File: src/rtl/atapi_seq_pkg.sv
package atapi_seq_pkg;

    typedef enum logic [2:0] {
        ST_IDLE = 3'd0,
        ST_CMD  = 3'd1,
        ST_CDB  = 3'd2,
        ST_DIN  = 3'd3,
        ST_DOUT = 3'd4,
        ST_DMA  = 3'd5
    } phase_st_e;

    typedef enum logic [2:0] {
        EV_BAD0     = 3'd0,
        EV_TO_DEV   = 3'd1,
        EV_IDLE     = 3'd2,
        EV_PKT      = 3'd3,
        EV_BAD4     = 3'd4,
        EV_FROM_DEV = 3'd5,
        EV_STATUS   = 3'd6,
        EV_RSVD     = 3'd7
    } phase_ev_e;

    typedef enum logic [2:0] {
        AC_NONE,
        AC_CDB,
        AC_IN,
        AC_OUT,
        AC_DRQ_LOST,
        AC_FINISH,
        AC_FINISH_QK,
        AC_UNKNOWN
    } act_e;

    localparam int BIT_BSY = 7;
    localparam int BIT_DF  = 5;
    localparam int BIT_DRQ = 3;
    localparam int BIT_ERR = 0;
    localparam int BIT_COD = 0;
    localparam int BIT_IO  = 1;

    typedef struct packed {
        phase_st_e st;
        logic      dma;
        logic      rd;
        logic      wr;
        logic      bogus;
        logic      warn;
    } drv_ctx_t;

endpackage

File: src/rtl/atapi_evt_enc.sv
module atapi_evt_enc
    import atapi_seq_pkg::*;
(
    input  logic      bsy_i,
    input  logic      drq_i,
    input  logic      io_i,
    input  logic      cod_i,
    output phase_ev_e ev_o,
    output logic      busy_o
);
    always_comb begin
        ev_o   = phase_ev_e'({io_i, cod_i, drq_i});
        busy_o = bsy_i;
    end
endmodule

File: src/rtl/atapi_phase_table.sv
module atapi_phase_table
    import atapi_seq_pkg::*;
(
    input  phase_st_e st_i,
    input  phase_ev_e ev_i,
    output act_e      act_o,
    output phase_st_e nxt_o
);
    always_comb begin
        act_o = AC_NONE;
        nxt_o = st_i;
        case (st_i)
            ST_IDLE: begin
                act_o = AC_NONE;
            end
            ST_CMD: begin
                if (ev_i == EV_PKT) begin
                    act_o = AC_CDB;
                    nxt_o = ST_CDB;
                end else if (ev_i == EV_STATUS) begin
                    act_o = AC_FINISH;
                    nxt_o = ST_IDLE;
                end
            end
            ST_CDB: begin
                case (ev_i)
                    EV_BAD0:     begin act_o = AC_FINISH_QK; nxt_o = ST_IDLE; end
                    EV_TO_DEV:   begin act_o = AC_OUT;       nxt_o = ST_DOUT; end
                    EV_IDLE,
                    EV_PKT:      act_o = AC_NONE;
                    EV_BAD4:     act_o = AC_DRQ_LOST;
                    EV_FROM_DEV: begin act_o = AC_IN;        nxt_o = ST_DIN;  end
                    EV_STATUS:   begin act_o = AC_FINISH;    nxt_o = ST_IDLE; end
                    default:     act_o = AC_UNKNOWN;
                endcase
            end
            ST_DIN: begin
                case (ev_i)
                    EV_BAD0:     begin act_o = AC_FINISH_QK; nxt_o = ST_IDLE; end
                    EV_IDLE,
                    EV_BAD4:     act_o = AC_DRQ_LOST;
                    EV_FROM_DEV: act_o = AC_IN;
                    EV_STATUS:   begin act_o = AC_FINISH;    nxt_o = ST_IDLE; end
                    default:     act_o = AC_UNKNOWN;
                endcase
            end
            ST_DOUT: begin
                case (ev_i)
                    EV_BAD0:     begin act_o = AC_FINISH_QK; nxt_o = ST_IDLE; end
                    EV_IDLE,
                    EV_BAD4:     act_o = AC_DRQ_LOST;
                    EV_TO_DEV:   act_o = AC_OUT;
                    EV_STATUS:   begin act_o = AC_FINISH;    nxt_o = ST_IDLE; end
                    default:     act_o = AC_UNKNOWN;
                endcase
            end
            ST_DMA: begin
                case (ev_i)
                    EV_BAD0:     begin act_o = AC_FINISH_QK; nxt_o = ST_IDLE; end
                    EV_STATUS:   begin act_o = AC_FINISH;    nxt_o = ST_IDLE; end
                    default:     act_o = AC_UNKNOWN;
                endcase
            end
            default: begin
                act_o = AC_NONE;
                nxt_o = ST_IDLE;
            end
        endcase
    end
endmodule

File: src/rtl/atapi_cmpl_eval.sv
module atapi_cmpl_eval (
    input  logic df_i,
    input  logic err_i,
    input  logic from_dma_i,
    input  logic xfer_err_i,
    output logic fail_o,
    output logic resid_zero_o
);
    always_comb begin
        fail_o       = df_i | err_i;
        resid_zero_o = from_dma_i & ~xfer_err_i;
    end
endmodule

File: src/rtl/atapi_phase_seq.sv
module atapi_phase_seq
    import atapi_seq_pkg::*;
#(
    parameter int NUM_DRV = 2,
    localparam int DRV_W  = (NUM_DRV > 1) ? $clog2(NUM_DRV) : 1
) (
    input  logic                 clk,
    input  logic                 rst_n,
    input  logic                 start_req,
    input  logic [DRV_W-1:0]     start_drv,
    input  logic                 start_dma,
    input  logic                 start_rd,
    input  logic                 start_wr,
    input  logic                 irq_valid,
    input  logic [DRV_W-1:0]     irq_drv,
    input  logic [7:0]           irq_stat_i,
    input  logic [1:0]           irq_reason_i,
    input  logic [7:0]           irq_error_i,
    input  logic                 dma_xfer_err_i,
    output logic                 start_ack_o,
    output logic                 start_busy_o,
    output logic [DRV_W-1:0]     evt_drv_o,
    output logic                 act_cdb_o,
    output logic                 act_pio_in_o,
    output logic                 act_pio_out_o,
    output logic                 act_dma_start_o,
    output logic                 act_dma_stop_o,
    output logic                 act_done_o,
    output logic                 done_err_o,
    output logic                 resid_zero_o,
    output logic                 proto_err_o,
    output logic                 unknown_o,
    output logic [7:0]           stat_latch_o,
    output logic [7:0]           err_latch_o,
    output logic [NUM_DRV-1:0]   bogus_drq_o,
    output logic [NUM_DRV-1:0]   status_warn_o,
    output logic [3*NUM_DRV-1:0] drv_state_o
);

    typedef struct packed {
        drv_ctx_t [NUM_DRV-1:0] ctx;
        logic                   ack;
        logic                   busy;
        logic [DRV_W-1:0]       evt_drv;
        logic                   cdb;
        logic                   pin;
        logic                   pout;
        logic                   dstart;
        logic                   dstop;
        logic                   done;
        logic                   derr;
        logic                   rzero;
        logic                   perr;
        logic                   unk;
        logic [7:0]             slat;
        logic [7:0]             elat;
    } seq_regs_t;

    seq_regs_t d, q;

    logic      irq_hit;
    logic      start_ok_drv;
    drv_ctx_t  cur_ctx;
    drv_ctx_t  upd_ctx;
    drv_ctx_t  tgt_ctx;
    phase_ev_e ev;
    logic      ev_busy;
    act_e      tbl_act;
    phase_st_e tbl_nxt;
    logic      cm_fail;
    logic      cm_rzero;

    // Pick the context of the interrupting drive
    always_comb begin
        irq_hit      = irq_valid && (int'(irq_drv) < NUM_DRV);
        start_ok_drv = int'(start_drv) < NUM_DRV;
        cur_ctx      = irq_hit ? q.ctx[irq_drv] : '0;
        tgt_ctx      = start_ok_drv ? q.ctx[start_drv] : '0;
    end

    atapi_evt_enc u_enc (
        .bsy_i  (irq_stat_i[BIT_BSY]),
        .drq_i  (irq_stat_i[BIT_DRQ]),
        .io_i   (irq_reason_i[BIT_IO]),
        .cod_i  (irq_reason_i[BIT_COD]),
        .ev_o   (ev),
        .busy_o (ev_busy)
    );

    atapi_phase_table u_tbl (
        .st_i  (cur_ctx.st),
        .ev_i  (ev),
        .act_o (tbl_act),
        .nxt_o (tbl_nxt)
    );

    atapi_cmpl_eval u_cmpl (
        .df_i         (irq_stat_i[BIT_DF]),
        .err_i        (irq_stat_i[BIT_ERR]),
        .from_dma_i   (cur_ctx.st == ST_DMA),
        .xfer_err_i   (dma_xfer_err_i),
        .fail_o       (cm_fail),
        .resid_zero_o (cm_rzero)
    );

    always_comb begin
        d        = q;
        d.ack    = 1'b0;
        d.busy   = 1'b0;
        d.cdb    = 1'b0;
        d.pin    = 1'b0;
        d.pout   = 1'b0;
        d.dstart = 1'b0;
        d.dstop  = 1'b0;
        d.done   = 1'b0;
        d.derr   = 1'b0;
        d.rzero  = 1'b0;
        d.perr   = 1'b0;
        d.unk    = 1'b0;
        upd_ctx  = cur_ctx;

        if (irq_hit) begin
            d.evt_drv = irq_drv;
            // the DMA engine is halted before anything else is looked at
            if (cur_ctx.st == ST_DMA) begin
                d.dstop = 1'b1;
            end
            if (!ev_busy) begin
                upd_ctx.st = tbl_nxt;
                case (tbl_act)
                    AC_CDB: begin
                        d.cdb = 1'b1;
                        if (cur_ctx.dma) begin
                            d.dstart   = 1'b1;
                            upd_ctx.st = ST_DMA;
                        end
                    end
                    AC_IN: begin
                        if (!cur_ctx.rd) begin
                            d.perr = 1'b1;
                        end else if (!cur_ctx.dma) begin
                            d.pin = 1'b1;
                        end
                    end
                    AC_OUT: begin
                        if (!cur_ctx.wr) begin
                            d.perr = 1'b1;
                        end else if (!cur_ctx.dma) begin
                            d.pout = 1'b1;
                        end
                    end
                    AC_DRQ_LOST: begin
                        upd_ctx.bogus = 1'b1;
                    end
                    AC_FINISH,
                    AC_FINISH_QK: begin
                        d.done  = 1'b1;
                        d.derr  = cm_fail;
                        d.rzero = cm_rzero;
                        if (cm_fail) begin
                            d.slat = irq_stat_i;
                            d.elat = irq_error_i;
                        end
                        if (tbl_act == AC_FINISH_QK) begin
                            upd_ctx.warn = 1'b1;
                        end
                    end
                    AC_UNKNOWN: begin
                        d.unk = 1'b1;
                    end
                    default: begin
                        d.unk = 1'b0;
                    end
                endcase
                d.ctx[irq_drv] = upd_ctx;
            end
        end

        if (start_req) begin
            if (!start_ok_drv || (irq_hit && (start_drv == irq_drv)) ||
                (tgt_ctx.st != ST_IDLE)) begin
                d.busy = 1'b1;
            end else begin
                d.ack = 1'b1;
                d.ctx[start_drv] = '{st:    ST_CMD,
                                     dma:   start_dma,
                                     rd:    start_rd,
                                     wr:    start_wr,
                                     bogus: tgt_ctx.bogus,
                                     warn:  tgt_ctx.warn};
            end
        end
    end

    always_ff @(posedge clk) begin
        if (!rst_n) begin
            q <= '0;
        end else begin
            q <= d;
        end
    end

    assign start_ack_o     = q.ack;
    assign start_busy_o    = q.busy;
    assign evt_drv_o       = q.evt_drv;
    assign act_cdb_o       = q.cdb;
    assign act_pio_in_o    = q.pin;
    assign act_pio_out_o   = q.pout;
    assign act_dma_start_o = q.dstart;
    assign act_dma_stop_o  = q.dstop;
    assign act_done_o      = q.done;
    assign done_err_o      = q.derr;
    assign resid_zero_o    = q.rzero;
    assign proto_err_o     = q.perr;
    assign unknown_o       = q.unk;
    assign stat_latch_o    = q.slat;
    assign err_latch_o     = q.elat;

    for (genvar g = 0; g < NUM_DRV; g++) begin : g_drv_out
        assign drv_state_o[3*g +: 3] = q.ctx[g].st;
        assign bogus_drq_o[g]        = q.ctx[g].bogus;
        assign status_warn_o[g]      = q.ctx[g].warn;
    end

endmodule

File: config.mk
export PLATFORM = sky130hd
export DESIGN_NAME = atapi_phase_seq
export DESIGN_NICKNAME = d
export VERILOG_FILES = /design/src/rtl/atapi_seq_pkg.sv /design/src/rtl/atapi_evt_enc.sv /design/src/rtl/atapi_phase_table.sv /design/src/rtl/atapi_cmpl_eval.sv /design/src/rtl/atapi_phase_seq.sv
export SDC_FILE = /design/constraint.sdc
export NUM_CORES = 1
export LEC_CHECK = 0
export BUFFER_PORTS_ARGS = -buffer_cell sky130_fd_sc_hd__buf_4
export CAP_MARGIN = 20
export CORE_ASPECT_RATIO = 0.7
export CORE_UTILIZATION = 56
export DETAILED_ROUTE_END_ITERATION = 16
export GPL_ROUTABILITY_DRIVEN = 0
export HOLD_SLACK_MARGIN = 0.02
export PLACE_DENSITY = 0.92
export SYNTH_ARGS = -nofsm -noshare
export SYNTH_HDL_FRONTEND = slang
export SYNTH_SLANG_ARGS = --single-unit
File: constraint.sdc
create_clock -name clk -period 5.6 [get_ports clk]
set_input_delay 0.56 -clock clk [delete_from_list [all_inputs] [get_ports clk]]
set_output_delay 0.56 -clock clk [all_outputs]
set_load 0.03 [all_outputs]
==> results of run 1 <==
==> layout by cell type (no fill, tap or decap), types with 3 or more instances in the layout <==
cell type	netlist	routed
a211oi_1	3	3
a21oi_1	6	6
a31oi_1	4	4
and2_1	3	3
buf_4	27	66
clkbuf_8	0	6
dfxtp_1	44	44
inv_1	7	7
mux2_2	4	4
mux2i_1	26	26
nand2_1	46	46
nand3_1	4	4
nor2_1	15	15
nor2b_1	14	14
nor4_1	5	5
o21ai_0	7	7
==> worst register-to-register path, cell delays in order, from the launching register on <==
cell,delay (ps)
dfxtp_1,450
nand4b_1,170
a2111oi_0,460
o21ai_0,180
o311a_2,190
xnor2_1,170
nor3b_2,200
buf_4,290
mux2i_1,230
==> metrics by stage <==
step | util | setup WS, ps | std cells | total power, W | hold WS (ps)
2_1_floorplan | - | 3210 | 275 | 0.000383 | 410
3_3_place_gp | 0.666 | 2990 | 351 | 0.000406 | 424
3_5_place_dp | 0.666 | 2870 | 351 | 0.000407 | 450
4_1_cts | 0.689 | 3130 | 359 | 0.000606 | 430
5_1_grt | 0.689 | 2960 | 359 | 0.000633 | 431
6_report | 0.689 | 3120 | 359 | 0.000601 | 434
==> report_power, final <==
| group | switching, W | internal, W | leakage, nW |
|---|---|---|---|
| sequential | 0.00000370 | 0.000317 | 0.356 |
| combinational | 0.0000460 | 0.0000350 | 0.757 |
| clock | 0.000101 | 0.0000984 | 0.0510 |
==> sequential cells by signal, indices dropped and copies added (netlist names) <==
register	cells
act_cdb_o	1
act_dma_start_o	1
act_dma_stop_o	1
act_done_o	1
act_pio_in_o	1
act_pio_out_o	1
bogus_drq_o	2
done_err_o	1
drv_state_o	6
err_latch_o	8
evt_drv_o	1
proto_err_o	1
q	6
resid_zero_o	1
start_ack_o	1
start_busy_o	1
stat_latch_o	7
status_warn_o	2
unknown_o	1
==> worst max-delay path by stage <==
stage,cells past startpoint,startpoint,slack [ps],endpoint
3_3_place_gp,9,irq_drv,2990,err_latch_o[4]
2_1_floorplan,10,irq_drv,3210,err_latch_o[0]
4_1_cts,9,irq_drv,3130,err_latch_o[0]
5_1_grt,9,irq_drv,2960,err_latch_o[0]
3_5_place_dp,9,irq_drv,2870,err_latch_o[4]
6_report,9,irq_drv,3120,err_latch_o[0]
==> layer usage <==
layer,GRT usage,vias up,routed length [um],part of all wire
met5,0,-,0,0
met4,0.0459,0,57,0.011
met3,0.0569,15,405,0.079
met2,0.360,108,2290,0.45
met1,0.332,912,2360,0.46
li1,-,976,-,-
==> cell families (layout without fill, tap and decap cells) <==
kind of cell / count (synthesis) / count (layout)
xor gates and xnor gates: 3 / 3
adders and majority gates: 1 / 1
muxes: 32 / 32
AOI/OAI and AO/OA: 41 / 41
other: 1 / 1
and+or+nand+nor: 104 / 104
buffers and inverters: 49 / 81
DFF: 44 / 44
==> layout make-up <==
class | instances | area (sq um)
Sequential cell | 44 | 881
Clock buffer | 6 | 82.6
Timing Repair Buffer | 66 | 495
Inverter | 7 | 26.3
Multi-Input combinational cell | 182 | 1210
Fill cell | 319 | 1250
Clock inverter | 2 | 10.0
Tap cell | 52 | 65.1
==> impl_metrics.json, run 1 <==
{
  "ys_ff_latch": 44,
  "placementRows": 19,
  "wl_per_cell_um": 14.2,
  "synth-simple-area-share": 0.216,
  "fmax_mhz": 404,
  "clock_sinks": 44,
  "antenna_cells": 0,
  "final_layout_size_suffix_gt1_frac": 0.287,
  "grt_pass1_vias": 1732,
  "yosysMostFrequentCell": "nand2_1",
  "path_class": "in -> reg",
  "grt_pass1_wl_um": 8190,
  "hp-class": "in -> reg",
  "worst_setup_hold_path_clk_slew_ps": 80,
  "cp_num_buf_inv": 2,
  "fin_crit_ps": 2480,
  "synth_edf_count": 0,
  "cts_max_path_buffers": 2,
  "postPlaceCellArea_sq_um": 2680,
  "rsz0062_at_grt": "no",
  "fp.dieArea_sq_um": 4580,
  "yosys-top-cells-count": "nand2_1 (46), dfxtp_1 (44), buf_4 (27)",
  "numCtsBuffers": 5,
  "cts-resized-gates": 0,
  "worst_pin_slew_ps": 915,
  "min_from": "dma_xfer_err_i",
  "synth_compound_area_frac": 0.129,
  "clock_latency_ps": 290,
  "path_cells": "buf_4 > nand4bb_1 > a2111oi_0 > o21ai_0 > o311a_2 > xnor2_1 > nor3b_2 > buf_4 > mux2i_1",
  "synthXorXnorAreaFrac": 0.0109,
  "area_delta_synth_final_pct": 14.8,
  "fin_nets": 334,
  "synth_cells": 275,
  "synth_top_area_frac": 0.365,
  "syn_nets": 303,
  "cts_htree_levels": 2,
  "power.leakage_nw": 1.16,
  "setup_tns_ps": 0,
  "reg2reg_depth": 8,
  "worstPathArrival_ps": 2690,
  "power_density_nw_per_um2": 217,
  "status": "completed",
  "maxCapViolCount": 0,
  "r2r_slack_ps": 3180,
  "slowest_stage": "a2111oi_0",
  "synthDistinctLibCells": 56,
  "finalCritPeriodShare": 0.442,
  "min_to": "resid_zero_o",
  "setup_violations": 0,
  "ys.flop_type": "dfxtp_1",
  "path_delay_family": "compound AO/OA/AOI/OAI gates",
  "start_util": 0.600,
  "required_ps": 5810,
  "antenna_left": 0,
  "wl_um": 5110,
  "synth_area_leader_cell": "dfxtp_1",
  "dpl.hpwl_um": 3790,
  "hold_path_depth": 2,
  "ys_seq_area_frac": 0.365,
  "r2r_end": "err_latch_o[0]",
  "grt_use_total": 0.233,
  "peakVddDrop_v": 0.000153,
  "vias": 2011,
  "cts_tree": "yes",
  "grt_max_degree": 49,
  "overflow": 0,
  "critPathMaxFanout": 19,
  "die_width_um": 80.4,
  "syn_area_sq_um": 2410,
  "crit_path_frequent_cell": "buf_4",
  "r2r_start": "drv_state_o[4]",
  "drv_slew": 0,
  "async_flop_share": 0,
  "slowest_delay_ps": 430,
  "fin_area_sq_um": 2770,
  "yosys_warnings": 0,
  "drt-pass1-iter-count": 5,
  "coreArea_sq_um": 4020,
  "syn_avg_cell_area_sq_um": 8.77,
  "fin_worst_skew_ps": 3.48,
  "die_height_um": 56.9,
  "cts_hold_buf": 0,
  "io_buffers": 65,
  "critPathCaptureType": "flop",
  "antenna_found_initial": 0,
  "post_cts_buffers": 0,
  "synth-adder-area-share": 0.00415,
  "cts_root_buf": "clkbuf_8",
  "max_slew_margin": 0.385,
  "synth_top_family_by_area": "simple AND/OR/NAND/NOR gates",
  "drtIter0Drc": 204,
  "viasPerCell": 5.60,
  "synthMuxAreaShare": 0.139,
  "drc": 0,
  "report.final.hold_viol_count": 0,
  "synth_area_leaders": "dfxtp_1 (37%), mux2i_1 (11%), buf_4 (8.4%)",
  "startpoint_type": "input pin",
  "pin_count": 67
}
No activity file was read; power rests on OpenSTA's default activity.
==> run 2, diff against run 1 <==
--- a/config.mk
+++ b/config.mk
@@ -5,14 +5,15 @@
 export SDC_FILE = /design/constraint.sdc
 export NUM_CORES = 1
 export LEC_CHECK = 0
+export ABC_AREA = 1
 export BUFFER_PORTS_ARGS = -buffer_cell sky130_fd_sc_hd__buf_4
 export CAP_MARGIN = 20
 export CORE_ASPECT_RATIO = 0.7
-export CORE_UTILIZATION = 56
+export CORE_UTILIZATION = 48
 export DETAILED_ROUTE_END_ITERATION = 16
 export GPL_ROUTABILITY_DRIVEN = 0
 export HOLD_SLACK_MARGIN = 0.02
-export PLACE_DENSITY = 0.92
+export PLACE_DENSITY = 0.83
 export SYNTH_ARGS = -nofsm -noshare
 export SYNTH_HDL_FRONTEND = slang
 export SYNTH_SLANG_ARGS = --single-unit
==> constraint.sdc (replaced) <==
create_clock -name clk -period 2.1 [get_ports clk]
set_input_delay 0.21 -clock clk [delete_from_list [all_inputs] [get_ports clk]]
set_output_delay 0.21 -clock clk [all_outputs]
set_load 0.03 [all_outputs]
==> impl_metrics.json, run 2 <==
{
  "drv_slew": 0,
  "grt_pass1_vias": 2196,
  "synthDistinctLibCells": 28,
  "antenna_found_initial": 0,
  "slowest_stage": "dfxtp_1",
  "critPathCaptureType": "flop",
  "yosys-top-cells-count": "inv_1 (80), nand2_1 (72), nor2_1 (52)",
  "antenna_cells": 0,
  "setup_tns_ps": 0,
  "synth_cells": 399,
  "final_layout_size_suffix_gt1_frac": 0.227,
  "crit_start": "drv_state_o[4]",
  "pin_count": 67,
  "grt_use_total": 0.218,
  "required_ps": 2330,
  "numCtsBuffers": 5,
  "worstPathArrival_ps": 2130,
  "fin_worst_skew_ps": 5.45,
  "power_density_nw_per_um2": 553,
  "drtIter0Drc": 200,
  "slowest_delay_ps": 410,
  "worst_setup_hold_path_clk_slew_ps": 80,
  "largest_register_ffs": 8,
  "fill_cells": 473,
  "place_ws_ps": 139,
  "cts_htree_levels": 2,
  "cts_tree": "yes",
  "maxCapViolCount": 0,
  "placementRows": 21,
  "finalCritPeriodShare": 0.901,
  "fin_nets": 472,
  "startpoint_type": "flop",
  "viasPerCell": 5.06,
  "antenna_left": 0,
  "grt_max_degree": 28,
  "dpl.hpwl_um": 4780,
  "clock_sinks": 44,
  "overflow": 0,
  "r2r_start": "drv_state_o[4]",
  "synth_area_leader_cell": "dfxtp_1",
  "area_delta_synth_final_pct": 18.6,
  "total_power_w": 0.00170,
  "peakVddDrop_v": 0.000384,
  "switching_share": 0.294,
  "clock_latency_ps": 300,
  "syn_area_sq_um": 2590,
  "syn_avg_cell_area_sq_um": 6.50,
  "path_cells": "nand2_1 > nand2_1 > nand2_2 > nand3_1 > nor2_1 > nor2_1 > nand2_2 > inv_1 > nand2_2 > nand2_8 > nand3_4 > nand2_1 > inv_1 > nor2_1",
  "ys.flop_type": "dfxtp_1",
  "report.final.hold_viol_count": 0,
  "vias": 2595,
  "coreArea_sq_um": 4990,
  "p_comb_frac": 0.187,
  "ys_seq_area_frac": 0.340,
  "fin_area_sq_um": 3080,
  "yosys_warnings": 0,
  "synth_edf_count": 0,
  "power.switching_w": 0.000499,
  "min_from": "dma_xfer_err_i",
  "drt-pass1-iter-count": 5,
  "status": "completed",
  "p_seq_frac": 0.517,
  "critPathMaxFanout": 17,
  "fp.dieArea_sq_um": 5700,
  "r2r_slack_ps": 210,
  "setup_violations": 0,
  "ys_ff_latch": 44,
  "synth_area_leaders": "dfxtp_1 (34%), inv_1 (12%), nand2_1 (10%)",
  "grt_pass1_wl_um": 10100,
  "path_class": "reg -> reg",
  "hp-class": "in -> reg",
  "worst_slack_ps": 208,
  "yosysMostFrequentCell": "inv_1",
  "cts_max_path_buffers": 2,
  "postPlaceCellArea_sq_um": 2960,
  "final_common_cell": "inv_1",
  "io_buffers": 65,
  "synth_top_area_frac": 0.340,
  "fin_hold_ws_ps": 65.6,
  "fin_crit_ps": 1890,
  "drc": 0,
  "wl_um": 6280,
  "clockPowerShare": 0.296,
  "async_flop_share": 0,
  "internal-power_w": 0.00120,
  "power.leakage_nw": 1.56,
  "die_height_um": 63.5,
  "wl_per_cell_um": 12.2,
  "syn_nets": 427,
  "start_util": 0.519,
  "die_width_um": 89.8,
  "final_cell_mix": "inv_1 (80), buf_4 (74), nand2_1 (72), nor2_1 (52), dfxtp_1 (43)",
  "fmax_mhz": 529,
  "cts_root_buf": "clkbuf_8"
}
[run 2: through the flow]
step / cells / util
CTS: 511 / 0.608
global placement: 504 / 0.592
finish: 513 / 0.616
global route: 513 / 0.616
floorplan: 399 / -
detailed placement: 504 / 0.592
[run 2: cell type report]
cell class / instances / area, sq um / area share
clock buffer: 6 / 72.6 / 0.0236
inverter: 82 / 310 / 0.101
multi-input combinational: 237 / 1160 / 0.378
sequential: 44 / 882 / 0.287
tap: 69 / 86.3 / 0.0281
clock inverter: 1 / 5.00 / 0.00163
timing repair buffer: 74 / 556 / 0.181
[run 2: kinds of logic (layout without fill, tap and decap cells)]
kind of cell | count (synthesis) | after routing | share of synthesized area
AO/OA/AOI/OAI | 42 | 42 | 0.0912
buffers and inverters | 119 | 163 | 0.223
flip-flops | 44 | 44 | 0.340
other | 1 | 1 | 0.00145
AND/OR/NAND/NOR | 193 | 194 | 0.344
[run 2: final timing paths]
path | end | cells past startpoint
max reg2reg | err_latch_o[2] | 14
min | resid_zero_o | 2
max | err_latch_o[2] | 14
min reg2reg | stat_latch_o[3] | 2
[run 2: timing repair]
| action | in CTS | in global routing |
|---|---|---|
| hold buffers | 0 | 0 |
| resized for setup | 0 | 4 |
| endpoints found under the setup margin | 0 | 15 |
| buffers inserted | 0 | 1 |
[run 2: power by group through the flow]
| stage | registers (W) | clock network (W) | logic [W] |
|---|---|---|---|
| 5_1_grt | 0.000883 | 0.000544 | 0.000348 |
| 4_1_cts | 0.000879 | 0.000503 | 0.000306 |
| 3_3_place_gp | 0.000897 | 0 | 0.000299 |
| 6_report | 0.000879 | 0.000504 | 0.000318 |
| 3_5_place_dp | 0.000898 | 0 | 0.000304 |
| 2_1_floorplan | 0.000900 | 0 | 0.000208 |
[run 2: worst max-delay path, delay by kind of cell (launching register included)]
kind	cells	cell delay (ps)
flip-flops	1	410
AND/OR/NAND/NOR	12	1250
buffers and inverters	2	170
[run 2: metal layers]
layer / track usage / wire [um] / vias to the layer above
li1: - / - / 1308
met1: 0.316 / 3000 / 1137
met2: 0.326 / 2640 / 135
met3: 0.0519 / 559 / 15
met4: 0.0471 / 78 / 0
met5: 0 / 0 / -
